===== config.mk =====
export PLATFORM = sky130hd
export DESIGN_NAME = extirq_ctrl
export DESIGN_NICKNAME = d
export VERILOG_FILES = /design/src/rtl/extirq_pkg.sv /design/src/rtl/extirq_rst_sync.sv /design/src/rtl/extirq_line.sv /design/src/rtl/extirq_ctrl.sv
export SDC_FILE = /design/constraint.sdc
export NUM_CORES = 1
export LEC_CHECK = 0
export BUFFER_PORTS_ARGS = -buffer_cell sky130_fd_sc_hd__buf_2
export CAP_MARGIN = 20
export CORE_MARGIN = 5
export CORE_UTILIZATION = 56
export DETAILED_ROUTE_END_ITERATION = 8
export HOLD_SLACK_MARGIN = 0.1
export PLACE_DENSITY = 0.82
export SLEW_MARGIN = 10
export SYNTH_ARGS = -nofsm -noshare
export SYNTH_HDL_FRONTEND = slang
export SYNTH_SLANG_ARGS = --single-unit

===== constraint.sdc =====
create_clock -name clk -period 1.7 [get_ports clk]
set_clock_uncertainty 0.05 [all_clocks]
set_input_delay 0.34 -clock clk [delete_from_list [all_inputs] [get_ports clk]]
set_output_delay 0.34 -clock clk [all_outputs]
set_load 0.05 [all_outputs]

===== src/rtl/extirq_pkg.sv =====
package extirq_pkg;
  typedef enum logic [1:0] {
    DET_LOW  = 2'b00,
    DET_FALL = 2'b01,
    DET_RISE = 2'b10,
    DET_BOTH = 2'b11
  } det_mode_e;

  localparam logic SEL_TYPE = 1'b0;
  localparam logic SEL_STAT = 1'b1;
endpackage


===== src/rtl/extirq_rst_sync.sv =====
module extirq_rst_sync #(
  parameter int STAGES = 2
) (
  input  logic clk,
  input  logic rst_n,
  output logic rst_sync_n
);
  logic [STAGES-1:0] chain_q;
  logic [STAGES-1:0] chain_d;

  always_comb begin
    chain_d = {chain_q[STAGES-2:0], 1'b1};
  end

  always_ff @(posedge clk or negedge rst_n) begin
    if (!rst_n) chain_q <= '0;
    else        chain_q <= chain_d;
  end

  assign rst_sync_n = chain_q[STAGES-1];
endmodule


===== src/rtl/extirq_line.sv =====
module extirq_line
  import extirq_pkg::*;
(
  input  logic      clk,
  input  logic      rst_n,
  input  det_mode_e mode_i,
  input  logic      pin_i,
  input  logic      clr_req_i,
  output logic      status_o
);
  logic s1_q, s2_q, prev_q, stat_q;
  logic s1_d, s2_d, prev_d, stat_d;
  logic rise, fall, edge_hit, edge_mode, stat_en;

  always_comb begin
    s1_d      = pin_i;
    s2_d      = s1_q;
    prev_d    = s2_q;
    rise      = s2_q & ~prev_q;
    fall      = ~s2_q & prev_q;
    edge_mode = (mode_i != DET_LOW);
    unique case (mode_i)
      DET_FALL: edge_hit = fall;
      DET_RISE: edge_hit = rise;
      DET_BOTH: edge_hit = rise | fall;
      default:  edge_hit = 1'b0;
    endcase
    if (!edge_mode) stat_d = ~s2_q;
    else            stat_d = edge_hit | (stat_q & ~clr_req_i);
    stat_en = (stat_d != stat_q);
  end

  // synchroniser resets to the idle-high level so release causes no event
  always_ff @(posedge clk or negedge rst_n) begin
    if (!rst_n) begin
      s1_q   <= 1'b1;
      s2_q   <= 1'b1;
      prev_q <= 1'b1;
    end else begin
      s1_q   <= s1_d;
      s2_q   <= s2_d;
      prev_q <= prev_d;
    end
  end

  always_ff @(posedge clk or negedge rst_n) begin
    if (!rst_n)       stat_q <= 1'b0;
    else if (stat_en) stat_q <= stat_d;
  end

  assign status_o = stat_q;

  AST_EDGE_SETS: assert property (@(posedge clk) disable iff (!rst_n)
    (edge_mode && edge_hit) |=> stat_q);
  AST_EDGE_BEATS_CLEAR: assert property (@(posedge clk) disable iff (!rst_n)
    (edge_mode && edge_hit && clr_req_i) |=> stat_q);
  AST_CLEAR_WORKS: assert property (@(posedge clk) disable iff (!rst_n)
    (edge_mode && stat_q && clr_req_i && !edge_hit) |=> !stat_q);
  AST_STICKY: assert property (@(posedge clk) disable iff (!rst_n)
    (edge_mode && stat_q && !clr_req_i) |=> stat_q);
  AST_NO_SPURIOUS: assert property (@(posedge clk) disable iff (!rst_n)
    (edge_mode && !stat_q && !edge_hit) |=> !stat_q);
  AST_LEVEL_IGNORES_WRITE: assert property (@(posedge clk) disable iff (!rst_n)
    (!edge_mode && clr_req_i && $stable(s2_q) && stat_q == !s2_q) |=> $stable(stat_q));
endmodule


===== src/rtl/extirq_ctrl.sv =====
module extirq_ctrl
  import extirq_pkg::*;
#(
  parameter int NLINES = 4,
  localparam int DW = 2 * NLINES
) (
  input  logic              clk,
  input  logic              rst_n,
  input  logic [NLINES-1:0] irq_pin_i,
  input  logic              bus_sel_i,
  input  logic              bus_wr_i,
  input  logic [DW-1:0]     bus_wdata_i,
  output logic [DW-1:0]     bus_rdata_o,
  output logic [NLINES-1:0] irq_o
);
  logic              rst_sync_n;
  logic [DW-1:0]     type_q, type_d;
  logic              type_we;
  logic [NLINES-1:0] status;
  logic [NLINES-1:0] clr_req;

  extirq_rst_sync #(.STAGES(2)) u_rst (
    .clk(clk), .rst_n(rst_n), .rst_sync_n(rst_sync_n)
  );

  always_comb begin
    type_we = bus_wr_i && (bus_sel_i == SEL_TYPE);
    type_d  = bus_wdata_i;
  end

  always_ff @(posedge clk or negedge rst_sync_n) begin
    if (!rst_sync_n)  type_q <= '0;
    else if (type_we) type_q <= type_d;
  end

  genvar g;
  generate
    for (g = 0; g < NLINES; g++) begin : g_line
      assign clr_req[g] = bus_wr_i && (bus_sel_i == SEL_STAT) && !bus_wdata_i[g];
      extirq_line u_line (
        .clk       (clk),
        .rst_n     (rst_sync_n),
        .mode_i    (det_mode_e'(type_q[2*g+1:2*g])),
        .pin_i     (irq_pin_i[g]),
        .clr_req_i (clr_req[g]),
        .status_o  (status[g])
      );
    end
  endgenerate

  always_comb begin
    if (bus_sel_i == SEL_TYPE) bus_rdata_o = type_q;
    else                       bus_rdata_o = {{(DW-NLINES){1'b0}}, status};
  end

  assign irq_o = status;

  AST_TYPE_WRITE: assert property (@(posedge clk) disable iff (!rst_sync_n)
    type_we |=> (type_q == $past(bus_wdata_i)));
  AST_TYPE_HOLD: assert property (@(posedge clk) disable iff (!rst_sync_n)
    !type_we |=> $stable(type_q));
endmodule


==> impl_results.md <==
- Mux share of post-synthesis cell area: 0.188
- Syn Area/Cell: 13.7 µm²
- Sw power: 0.560 mW
- Power share of the combinational group: 0.317
- Final setup fails: 0
- Pwr per Cell Area: 1050 nW/µm²
- Via-to-Cell Ratio: 4.99
- Wirelength, routed: 2190 µm
- Final Hold Viols: 0
- Critical Path RT: 1880 ps
- Syn Nets: around 110
- Synth warn: 0
- Post-synth top area share: 0.293
- FILL cells: around 140
- Simple-gate area share of the yosys netlist: 0.0481
- Area share of xor/xnor cells in the synthesized design: 0
- Final nets: 149
- Library cells used by synthesis: 15
- Row Count: 16
- Yosys reg bits: 26
- Die width: around 56 µm
- Power share of the sequential group: 0.486
- DR vias: between 700 and 800
- Area contributors post-synth: dfrtp_1 (29%), dfstp_2 (26%), mux2_2 (11%)
- Adder-cell share of the synthesized area: 0.0837
- Final period util: 0.976
- Fmax: 0.603 GHz
- Total grt overflow: 0
- Max-slew violation count: 0
- DP Wirelength: ~1600 µm
- DP Cell Count: 136
- Worst EP arrival: ~1800 ps
- Commonest non-fill, non-tap cell in the layout: buf_2
- Placeable core area: about 2000 µm²
- Initial Util: 0.597
- CTS Buf Count: 3
- Clk_lat worst skew: 320 ps
- First-pass GRT wire length: 3660 µm
- Crit path kind: reg -> reg
- Most frequent cells in the layout: buf_2 (27), dfrtp_1 (14), mux2_2 (12), dfstp_2 (12), buf_4 (7)
- Clk sinks: 26
- Clock power frac: 0.197
- CTS root buffer: clkbuf_4
- Area growth syn-to-layout: 25.8%
- Leak: 0.698 nW
- Worst Hold Class: reg -> async
- Post-synthesis sequential area ratio: 0.556
- ANT cells: 0
- Final instance area: 1510 µm²
- CP Max Fanout: 2
- Switching Share: 0.355
- Pin count of the biggest net entering global routing: 15
- Internal power: 1.02 mW
- Worst setup SP type: flip-flop
- Maximum clock insertion buffer count: 2
- GPL Wtd Cong: 0.729
- Die Span Y: between 50 and 60 µm
- Routed Antenna Nets: 0
- H-tree depth: 1
- Finished Core Util: 0.752
- Post-Synthesis Cells: 87
- Io pins: 28
- Worst VDD drop: 0.860 mV
- Largest family of logic cells by synthesized area: multiplexers
- Status: complete, no violations
- Overall Power: 1.58 mW
- IO Port Bufs: 27
- Setup TNS: 0 ps
- Routed wire per std cell: 14.5 µm
- Finished Layout Cells: 151
- Placed cell area: 1320 µm²
- Worst-path clk slew: 140 ps
- Post-synth top area cell: dfrtp_1
- Mapped cell area: 1200 µm²
- GRT Resource Usage Total: 0.154
- DRC: 0
- Initial antenna violation count: 0
- Vias in the first global route: roughly 830
- Max_cap viols: 0
- DRT Pass-1 Iters: 4
- Critical path capture point type: flip-flop
- Layout cells sized above 1: 0.621
- Compound-Gate Fraction of Synth Area: 0.0418
- DR iter-0 viols: 5
- Post-layout minimum cycle time: 1660 ps
- TritonCTS clock tree: built
- Die Area: approximately 3200 µm²
==> sequential cells by signal, summed over array words and instances (netlist names) <==
name,cells
g_line.u_line.prev_q,4
type_q,8
g_line.u_line.status_o,4
g_line.u_line.s1_q,4
g_line.u_line.prev_d,4
u_rst.chain_q,2
==> cell usage after synthesis <==
master	number
buf_6	1
buf_4	5
dfrtp_1	14
conb_1	1
ha_1	8
nand2_1	1
nor2b_2	1
o21ai_0	4
mux2_2	12
inv_1	12
nor2b_1	4
nor3_1	4
o21bai_1	4
dfstp_2	12
mux4_2	4
==> power by group through the flow <==
stage	clock network, mW	logic (mW)	registers [mW]
after global placement	0	0.454	0.771
final	0.311	0.500	0.766
after global routing	0.344	0.534	0.780
after CTS	0.314	0.487	0.764
after detailed placement	0	0.468	0.778
after floorplan	0	0.405	0.763
==> layer usage <==
layer  vias up  global-route usage  routed length, µm
met2        25               0.254               1100
met5         -                   0                  0
met4         0              0.0814                 38
li1        362                   -                  -
met1       362               0.185                925
met3         4              0.0371                124
==> cells by family (layout without fill, tap and decap cells) <==
group           Yosys count  count (layout)
simple gates             10              10
mux                      16              16
flops                    26              26
fa+ha+maj                 8               8
buf+inv                  18              55
other cells               1               1
compound gates            8               8
==> cell type report <==
cell class / count / area [µm²] / area share
multi-input combinational: 43 / 487 / 0.323
timing repair buffer: 39 / 238 / 0.158
inverter: 12 / 45.0 / 0.0299
sequential: 26 / 666 / 0.442
clock buffer: 4 / 36.3 / 0.0241
tap: 27 / 33.8 / 0.0224
==> worst paths after layout <==
kind / start / to / slack, ps / depth (start not counted)
max: g_line[1].u_line.prev_d / g_line[1].u_line.status_o / 40 / 5
min: u_rst.chain_q[1] / type_q[4] / 140 / 0
max reg2reg: g_line[1].u_line.prev_d / g_line[1].u_line.status_o / 40 / 5
min reg2reg: u_rst.chain_q[1] / type_q[4] / 140 / 0
max in group asynchronous: u_rst.chain_q[1] / g_line[0].u_line.s1_q / 840 / 1
min in group clk: bus_wdata_i[5] / type_q[5] / 180 / 2
==> through the flow <==
stage               setup WS (ps)  hold slack (ps)
floorplan                    78.1            -5.59
global placement             37.6             78.3
detailed placement          -4.03             78.6
CTS                          1.47              155
global route                -24.2              169
finish                       41.6              137
==> critical path, stage by stage, from the launching register on <==
cell and delay (ps):
dfstp_2 560, inv_2 50, ha_4 260, inv_2 30, mux4_2 450, o21bai_1 160
==> what timing repair did <==
item | CTS | global route
setup endpoints to repair | 4 | 5
hold endpoints to repair | 6 | 0
pin swaps | 0 | 2
hold buffers | 5 | 0
resized for setup | 0 | 10
buffers inserted | 4 | 2
Power figures use the tool's default switching activity.
